--- config.mk ---
export PLATFORM = sky130hd
export DESIGN_NAME = retention_sleep_seq
export DESIGN_NICKNAME = d
export VERILOG_FILES = /design/src/rtl/slp_seq_pkg.sv /design/src/rtl/slp_window_timer.sv /design/src/rtl/slp_phase_fsm.sv /design/src/rtl/slp_ctrl_decode.sv /design/src/rtl/retention_sleep_seq.sv
export SDC_FILE = /design/constraint.sdc
export NUM_CORES = 1
export LEC_CHECK = 0
export ABC_AREA = 1
export BUFFER_PORTS_ARGS = -buffer_cell sky130_fd_sc_hd__buf_4
export CAP_MARGIN = 20
export CORE_MARGIN = 8
export CORE_UTILIZATION = 55
export DETAILED_ROUTE_END_ITERATION = 12
export PLACE_DENSITY = 0.82
export SYNTH_ARGS = -nofsm -noshare
export SYNTH_HDL_FRONTEND = slang
export SYNTH_SLANG_ARGS = --single-unit
--- constraint.sdc ---
create_clock -name clk -period 2.46 [get_ports clk]
set_clock_uncertainty 0.05 [all_clocks]
set_input_delay 0.369 -clock clk [delete_from_list [all_inputs] [get_ports clk]]
set_output_delay 0.369 -clock clk [all_outputs]
set_load 0.02 [all_outputs]
--- src/rtl/slp_seq_pkg.sv ---
package slp_seq_pkg;
   typedef enum logic [1:0] {
      PH_ACTIVE  = 2'd0,
      PH_CAPTURE = 2'd1,
      PH_HOLD    = 2'd2,
      PH_RESTORE = 2'd3
   } slp_phase_e;

   typedef struct packed {
      logic pwr_en;
      logic sw_close;
      logic cap_gate;
      logic iso_pass;
   } slp_ctrl_t;

   localparam slp_ctrl_t CTRL_RESET = '{pwr_en: 1'b1, sw_close: 1'b0,
                                        cap_gate: 1'b0, iso_pass: 1'b1};

   function automatic slp_ctrl_t slp_decode(input slp_phase_e ph);
      slp_ctrl_t c;
      c.pwr_en   = (ph != PH_HOLD);
      c.sw_close = (ph == PH_CAPTURE) || (ph == PH_RESTORE);
      c.cap_gate = (ph == PH_HOLD) || (ph == PH_RESTORE);
      c.iso_pass = (ph != PH_RESTORE);
      return c;
   endfunction
endpackage

--- src/rtl/slp_window_timer.sv ---
module slp_window_timer #(
   parameter int CNT_W = 8
) (
   input  logic             clk,
   input  logic             rst_n,
   input  logic             load,
   input  logic [CNT_W-1:0] len,
   input  logic             en,
   output logic             last
);
   localparam logic [CNT_W-1:0] ONE = CNT_W'(1);

   logic [CNT_W-1:0] cnt_q;

   always_ff @(posedge clk or negedge rst_n) begin
      if (!rst_n) begin
         cnt_q <= ONE;
      end else if (load) begin
         cnt_q <= (len == '0) ? ONE : len;
      end else if (en && (cnt_q != ONE)) begin
         cnt_q <= cnt_q - ONE;
      end
   end

   assign last = (cnt_q == ONE);
endmodule

--- src/rtl/slp_phase_fsm.sv ---
module slp_phase_fsm
   import slp_seq_pkg::*;
#(
   parameter int CNT_W = 8
) (
   input  logic             clk,
   input  logic             rst_n,
   input  logic             sleep_req,
   input  logic             wake_req,
   input  logic [CNT_W-1:0] cap_len,
   input  logic [CNT_W-1:0] rst_len,
   input  logic             last,
   output slp_phase_e       ph_q,
   output slp_phase_e       ph_d,
   output logic             frz_q,
   output logic             done_q,
   output logic             tmr_load,
   output logic [CNT_W-1:0] tmr_len,
   output logic             tmr_en
);
   logic frz_d, pend_q, pend_d, done_d;

   always_comb begin
      ph_d     = ph_q;
      frz_d    = frz_q;
      pend_d   = pend_q;
      done_d   = 1'b0;
      tmr_load = 1'b0;
      tmr_len  = cap_len;
      tmr_en   = 1'b0;
      unique case (ph_q)
         PH_ACTIVE: begin
            if (frz_q) begin
               ph_d     = PH_CAPTURE;
               tmr_load = 1'b1;
               pend_d   = 1'b0;
            end else if (sleep_req) begin
               frz_d = 1'b1;
            end
         end
         PH_CAPTURE: begin
            tmr_en = 1'b1;
            if (wake_req) pend_d = 1'b1;
            if (last) begin
               ph_d   = PH_HOLD;
               done_d = 1'b1;
            end
         end
         PH_HOLD: begin
            if (wake_req || pend_q) begin
               ph_d     = PH_RESTORE;
               tmr_load = 1'b1;
               tmr_len  = rst_len;
               pend_d   = 1'b0;
            end
         end
         PH_RESTORE: begin
            tmr_en = 1'b1;
            if (last) begin
               ph_d   = PH_ACTIVE;
               frz_d  = 1'b0;
               done_d = 1'b1;
            end
         end
         default: ph_d = PH_ACTIVE;
      endcase
   end

   always_ff @(posedge clk or negedge rst_n) begin
      if (!rst_n) begin
         ph_q   <= PH_ACTIVE;
         frz_q  <= 1'b0;
         pend_q <= 1'b0;
         done_q <= 1'b0;
      end else begin
         ph_q   <= ph_d;
         frz_q  <= frz_d;
         pend_q <= pend_d;
         done_q <= done_d;
      end
   end

   // a window is left only when its counter has expired
   assert_capture_stays_R8: assert property (@(posedge clk) disable iff (!rst_n)
      (ph_q == PH_CAPTURE && !last) |=> (ph_q == PH_CAPTURE));
   assert_restore_stays_R8: assert property (@(posedge clk) disable iff (!rst_n)
      (ph_q == PH_RESTORE && !last) |=> (ph_q == PH_RESTORE));
   // a pending wake leaves hold at once
   assert_pending_wake_R9: assert property (@(posedge clk) disable iff (!rst_n)
      (ph_q == PH_HOLD && pend_q) |=> (ph_q == PH_RESTORE));
   // done never lasts two cycles
   assert_done_single_R10: assert property (@(posedge clk) disable iff (!rst_n)
      done_q |=> !done_q);
endmodule

--- src/rtl/slp_ctrl_decode.sv ---
module slp_ctrl_decode
   import slp_seq_pkg::*;
#(
   parameter bit REG_OUT = 1'b1
) (
   input  logic       clk,
   input  logic       rst_n,
   input  slp_phase_e ph_in,
   output slp_ctrl_t  ctrl
);
   generate
      if (REG_OUT) begin : g_reg
         always_ff @(posedge clk or negedge rst_n) begin
            if (!rst_n) ctrl <= CTRL_RESET;
            else        ctrl <= slp_decode(ph_in);
         end
      end else begin : g_comb
         logic unused_clk;
         assign unused_clk = clk ^ rst_n;
         always_comb ctrl = slp_decode(ph_in);
      end
   endgenerate
endmodule

--- src/rtl/retention_sleep_seq.sv ---
module retention_sleep_seq
   import slp_seq_pkg::*;
#(
   parameter int CNT_W   = 8,
   parameter bit REG_OUT = 1'b1
) (
   input  logic             clk,
   input  logic             rst_n,
   input  logic             sleep_req,
   input  logic             wake_req,
   input  logic [CNT_W-1:0] cap_len,
   input  logic [CNT_W-1:0] rst_len,
   output logic             pwr_en,
   output logic             sw_close,
   output logic             cap_gate,
   output logic             iso_pass,
   output logic             clk_freeze,
   output logic [1:0]       phase,
   output logic             done
);
   initial begin
      assert (CNT_W >= 1 && CNT_W <= 16)
         else $error("retention_sleep_seq: CNT_W out of range");
   end

   slp_phase_e       ph_q, ph_d, dec_src;
   logic             last, tmr_load, tmr_en, frz_q, done_q;
   logic [CNT_W-1:0] tmr_len;
   slp_ctrl_t        ctrl;

   slp_phase_fsm #(.CNT_W(CNT_W)) u_fsm (
      .clk(clk), .rst_n(rst_n), .sleep_req(sleep_req), .wake_req(wake_req),
      .cap_len(cap_len), .rst_len(rst_len), .last(last),
      .ph_q(ph_q), .ph_d(ph_d), .frz_q(frz_q), .done_q(done_q),
      .tmr_load(tmr_load), .tmr_len(tmr_len), .tmr_en(tmr_en)
   );

   slp_window_timer #(.CNT_W(CNT_W)) u_timer (
      .clk(clk), .rst_n(rst_n), .load(tmr_load), .len(tmr_len),
      .en(tmr_en), .last(last)
   );

   assign dec_src = REG_OUT ? ph_d : ph_q;

   slp_ctrl_decode #(.REG_OUT(REG_OUT)) u_dec (
      .clk(clk), .rst_n(rst_n), .ph_in(dec_src), .ctrl(ctrl)
   );

   assign pwr_en     = ctrl.pwr_en;
   assign sw_close   = ctrl.sw_close;
   assign cap_gate   = ctrl.cap_gate;
   assign iso_pass   = ctrl.iso_pass;
   assign clk_freeze = frz_q;
   assign phase      = ph_q;
   assign done       = done_q;

   logic past_ok;
   always_ff @(posedge clk or negedge rst_n) begin
      if (!rst_n) past_ok <= 1'b0;
      else        past_ok <= 1'b1;
   end

   // capture is entered only after the freeze lead cycle
   assert_freeze_lead_R2: assert property (@(posedge clk) disable iff (!rst_n)
      (past_ok && phase == 2'd1 && $past(phase) == 2'd0) |-> $past(clk_freeze));
   // supply off implies switch open
   assert_off_switch_open_R3: assert property (@(posedge clk) disable iff (!rst_n)
      !pwr_en |-> !sw_close);
   // in active neither retention control is on
   assert_active_quiet_R4: assert property (@(posedge clk) disable iff (!rst_n)
      (phase == 2'd0) |-> (!cap_gate && !sw_close));
   // supply drops only on entering hold
   assert_pwr_drop_R5: assert property (@(posedge clk) disable iff (!rst_n)
      (past_ok && $fell(pwr_en)) |-> (phase == 2'd2));
   // isolation released only right after restore
   assert_iso_release_R6: assert property (@(posedge clk) disable iff (!rst_n)
      (past_ok && $rose(iso_pass)) |-> ($past(phase) == 2'd3 && phase == 2'd0));
   // clock held frozen outside active
   assert_freeze_covers_R7: assert property (@(posedge clk) disable iff (!rst_n)
      (phase != 2'd0) |-> clk_freeze);
endmodule

== Yosys cells after proc, flatten, opt, wreduce, memory -nomap -nowiden ==
Cells that the tools add are included.
W data, S select, Z words.
Storage, ports and cells
  register bits after elaboration: 17
  input bits: 20
  output and inout bits: 8
Operators by class
  add/sub/neg operators: 1
  equality and inequality tests: 14
  muxes and demuxes: 24
  reductions and logical operators: 12
Operators by type and width (count)
  $mux W8: 5
  $mux W1: 11
  $eq A2 B2 Y1 const B: 4
  $eq A8 B1 Y1 const B: 1
  $logic_not A8 Y1: 1
  $mux W2: 4
  $ne A2 B2 Y1 const B: 4
  $ne A8 B1 Y1 const B: 1
  $pmux W2 S4: 1
  $sub A8 B1 Y8 const B: 1
  $eq A2 B1 Y1 const B: 2
  $ne A2 B1 Y1 const B: 2
  $pmux W1 S2: 2
  $reduce_and A4 Y1: 1
  $reduce_bool A2 Y1: 2
  $logic_or A1 B1 Y1: 3
  $pmux W1 S3: 1
  $reduce_bool A3 Y1: 1
  $logic_not A2 Y1: 1
  $reduce_and A2 Y1: 1
  $reduce_or A2 Y1: 1
  $logic_and A1 B1 Y1: 1

== Depth between registers and ports, before layout ==
  depth after elaboration: 6
  mapped depth: 12
  mapped depth without buffers: 12

== Hierarchy ==
Synthesis repeated with hierarchy kept, for this count alone.
Second synthesis, totals
  cells, all modules: 160
  area, all modules: 1107.3 sq um
By module, submodules not included
  slp_window_timer: times used 1, cells each 93, area an instance 613.1 sq um, sequential area each 201.4 sq um
  slp_phase_fsm: times used 1, cells each 58, area an instance 372.9 sq um, sequential area each 125.1 sq um
  slp_ctrl_decode: times used 1, cells each 9, area an instance 121.4 sq um, sequential area each 102.6 sq um

== Least setup slack after synthesis ==
Ideal clock, no wire load.
  path type: reg2reg
  start: register u_timer.cnt_q[0]
  end: register u_timer.cnt_q[2]
  library setup time: 0.087 ns
  arrival: 1.359 ns
  required time: 2.323 ns
  setup slack: 0.964 ns
  cell stages (with the launch flop): 12
  buffers on the path: 0
  path through: dfstp_2 ha_1 inv_1 nor2_1 nand2_1 nor2_2 inv_2 nand2_1 nand2_2 inv_2 nand2_1 o211ai_1
On the way
  cells in the longest elaborated chain, start to end: 3
Ends and longest elaborated chain
  start, declared: RTL line slp_window_timer.sv:13  | logic [CNT_W-1:0] cnt_q;
  start signal, assigned: RTL line slp_window_timer.sv:19  | cnt_q <= (len == '0) ? ONE : len;
  start signal, assigned: RTL line slp_window_timer.sv:21  | cnt_q <= cnt_q - ONE;
  $sub A8 B1 Y8 / $ne A8 B1 Y1 (equally long branches): RTL line slp_window_timer.sv:21, slp_window_timer.sv:20
  $mux W8 / $logic_and A1 B1 Y1 (equally long branches): RTL line slp_window_timer.sv:20  | end else if (en && (cnt_q != ONE)) begin
  $mux W8 / $reduce_bool A2 Y1 (equally long branches)
Several ways; a longest one is shown, not always the timed one. The select of a mux whose other input is x is not followed.
A chain may end at the register's enable or synchronous reset.

== Final worst setup path ==
  start: register u_fsm.ph_q[0]
  end: register u_timer.cnt_q[1]
On the way
  cells in the longest elaborated chain, start to end: 5
Ends and longest elaborated chain
  start, declared: RTL line slp_phase_fsm.sv:13  | output slp_phase_e ph_q,
  start signal, assigned: RTL line slp_phase_fsm.sv:76  | ph_q <= ph_d;
  $eq A2 B2 Y1 / $eq A2 B1 Y1 (equally long branches): RTL line slp_phase_fsm.sv:31  | unique case (ph_q)
  $mux W8 / $reduce_or A2 Y1 (equally long branches)
  $logic_not A8 Y1 / $mux W1 (equally long branches): RTL line slp_window_timer.sv:19, slp_phase_fsm.sv:31
  $mux W8 / $logic_and A1 B1 Y1 (equally long branches): RTL line slp_window_timer.sv:19, slp_window_timer.sv:20
  $mux W8 / $reduce_bool A2 Y1 (equally long branches)
Several ways; a longest one is shown, not always the timed one.

==> summary.txt <==
Critical path
  • Arr. time, crit path: around 1.9 ns
  • Critical path endpoint category: flop
  • Worst Path Required: 2.61 ns
  • Worst Setup Path Type: reg2reg
  • Slowest stage delay, CP: 0.51 ns
  • Slowest stage cell, crit path: dfrtp_1
  • Worst Setup SP: u_fsm.ph_q[0]
  • CP Max Fanout: 12
  • CP Cell Sequence: inv_2, nand2_4, nor2_4, a21oi_4, nand2_2, inv_2, nand2_1, o211ai_1
  • RR Startpoint: u_fsm.ph_q[0]
  • Crit path top cell by count: inv_2
  • CP startpoint kind: flop

Synth
  • Synth Area in Simple Gates: 0.348
  • Ranking of synthesized cells by area: dfrtp_1, nand2_1, inv_1, dfstp_2, nand3_1
  • Largest area contributor in the netlist: dfrtp_1
  • Post-synth top area share: 0.301
  • Ys Warns: 0
  • Compound-Gate Fraction of Synth Area: 0.101
  • Net count after synthesis: 175
  • Register area share after synthesis: 0.374
  • Cell variety after synth: 23
  • Mapped Area: between 0.001 and 0.0015 mm^2
  • Synth Area in XOR/XNOR: 0.0324
  • Synth Instances: 153
  • Mux contribution to synthesized area: 0
  • Post-Syn Area per Cell: 7.07 um^2
  • Flip-flop and latch count after synthesis: 16
  • Main combinational cell family by area after synthesis: simple AND/OR/NAND/NOR gates
  • Post-synthesis adder-cell area fraction: 0.0231

Clock network
  • CTS tree: yes
  • Setup bufs post-CTS: 0
  • Clk_lat worst skew: 0.29 ns
  • Worst-path clk slew: 0.10 ns
  • Root Buffer: clkbuf_4
  • Clock sinks: 16
  • Htree depth: 1
  • Clk buf depth: 2
  • Num CTS Buffers: 3

Place
  • Port Buf Inserts: 27
  • Global placer's final weighted congestion: 0.906
  • Placed Cells: 204
  • DP HPWL: 2190 um

Finish
  • Layout area overhead: 23.4%
  • Layout cells sized above 1: 0.264
  • Fillers: 167
  • Antenna cells: 0
  • Layout Nets: 205
  • Fin cells: 209

Power
  • P_leak: 0.738 nW
  • Pwr dens: 1050 mW/mm^2
  • Worst VDD drop: 0.594 mV

Timing
  • Fin Setup TNS: 0 ns
  • Slew Limit Fails: 0
  • Fin crit share: 0.697
  • Final hold slack: 0.290 ns
  • Final setup violation count: 0
  • Tmin final: roughly 1.7 ns
  • Fmax: ~580 MHz
  • RSZ-0062 raised after global routing: no
  • Final Hold Fails: 0
  • Worst slew pin tran: 0.391 ns
  • Relative slew slack: 0.739

Routing
  • DRC Markers: 0
  • Final WL: 2670 um
  • Antenna Nets Post-Route: 0
  • Via count: 1061
  • DRT Pass-1 Iters: 4
  • Via density per instance: about 5
  • Wire per inst: 12.8 um
  • DR iter-0 viols: 30

Die
  • CORE AREA: between 0.0015 and 0.002 mm^2
  • Initial Util: 0.568
  • Die Area: between 0.003 and 0.004 mm^2
  • Die Ht: 60.3 um
  • FP Rows: 16
  • I/O pin cnt: 28
  • Die W: 60.3 um

Hold path
  • Hold_sp: sleep_req
  • Min-delay worst type: in2reg

Global routing
  • Grt total ovfl: 0
  • Total GRT Usage: 0.169
  • Initial antenna violation count: 0
  • Vias in the first global route: 1073
  • First-pass GRT wire length: approximately 4700 um
  • Largest net degree at the start of global routing: 17

Run
  • Max-cap violations: 0

Status
  • Status: finished, final reports clean
-- power by group --
part	internal [mW]	total [mW]	switching (mW)
Sequential	0.391	0.514	0.123
Combinational	0.275	0.709	0.434
Clock	0.0902	0.178	0.0875
-- worst max-delay path, delay by kind of cell (launching register included) --
kind / cells / cell delay, ns
DFF: 1 / 0.51
AOI/OAI and AO/OA: 2 / 0.40
and+or+nand+nor: 4 / 0.38
buffers and inverters: 2 / 0.28
-- final cells by class --
| class | count | area (um^2) | area share |
|---|---|---|---|
| clock buffers | 4 | 36.3 | 0.0272 |
| inverters | 27 | 101 | 0.0760 |
| multi-input cells | 107 | 546 | 0.409 |
| flip-flops and latches | 16 | 404 | 0.303 |
| well taps | 27 | 33.8 | 0.0253 |
| repair buffers | 28 | 213 | 0.159 |
-- kinds of logic after synthesis --
kind of cell,count (synthesis)
AND/OR/NAND/NOR,84
flip-flops,16
XOR/XNOR,4
AO/OA/AOI/OAI,17
buffers and inverters,30
adder cells (fa/ha/maj),2
-- through the flow --
stage,instance area [um^2],utilization,power (mW),setup WS [ns]
after CTS,1330,0.701,1.40,0.765
after detailed placement,1290,0.677,1.22,0.768
after global routing,1330,0.701,1.52,0.597
final,1330,0.701,1.40,0.745
after floorplan,1080,-,1.03,0.964
after global placement,1290,0.677,1.18,0.810
-- flip-flops by register name (all words and copies together) (netlist names) --
| signal | cells |
|---|---|
| u_dec.ctrl | 3 |
| u_fsm.done_q | 1 |
| u_fsm.frz_q | 1 |
| u_fsm.pend_q | 1 |
| u_fsm.ph_q | 2 |
| u_timer.cnt_q | 8 |
-- Yosys cell counts --
cell type,instances
o31ai_1,2
ha_1,2
nor2_2,3
a21oi_4,1
nand2_1,47
nor2_4,2
o21ai_1,3
nand2_2,2
inv_1,22
nor2_1,14
o211ai_1,3
a21oi_1,3
buf_6,2
dfstp_2,3
xor2_1,4
nand3b_1,2
dfrtp_1,13
nand3_1,11
buf_4,1
inv_2,5
o21ai_0,5
nand2_4,1
nand4_1,2
-- routing by layer --
layer  GRT usage  routed length [um]  vias to the layer above
met5           0                   0                        -
met2       0.282                1300                       56
li1            -                   -                      533
met4      0.0952                  61                        0
met1       0.197                1100                      466
met3      0.0318                 204                        6
-- layout by cell type, fill, tap and decap left out, drive strengths merged --
cell	instances
dlygate4sd3	1
o211ai	3
xor2	4
o21ai	8
dfstp	3
nand4	2
o31ai	2
buf	27
a21oi	4
ha	2
clkbuf	4
dfrtp	13
nand3b	2
inv	27
nor2	19
nand2	50
nand3	11
-- timing repair --
item                                   CTS  global route
hold buffers                             1             0
endpoints found under the hold margin   13             0
resized for setup                        0             0
-- final timing paths --
path	cells after the start	end	slack (ns)
setup / recovery	8	u_timer.cnt_q[1]	0.74
hold / removal	3	u_fsm.frz_q	0.29
setup reg to reg	8	u_timer.cnt_q[1]	0.74
hold reg to reg	2	u_fsm.pend_q	0.50
max in group asynchronous	2	u_dec.ctrl[3]	1.70
min in group asynchronous	2	u_dec.ctrl[1]	0.41
Note: power is estimated with default switching activity, not from simulation.
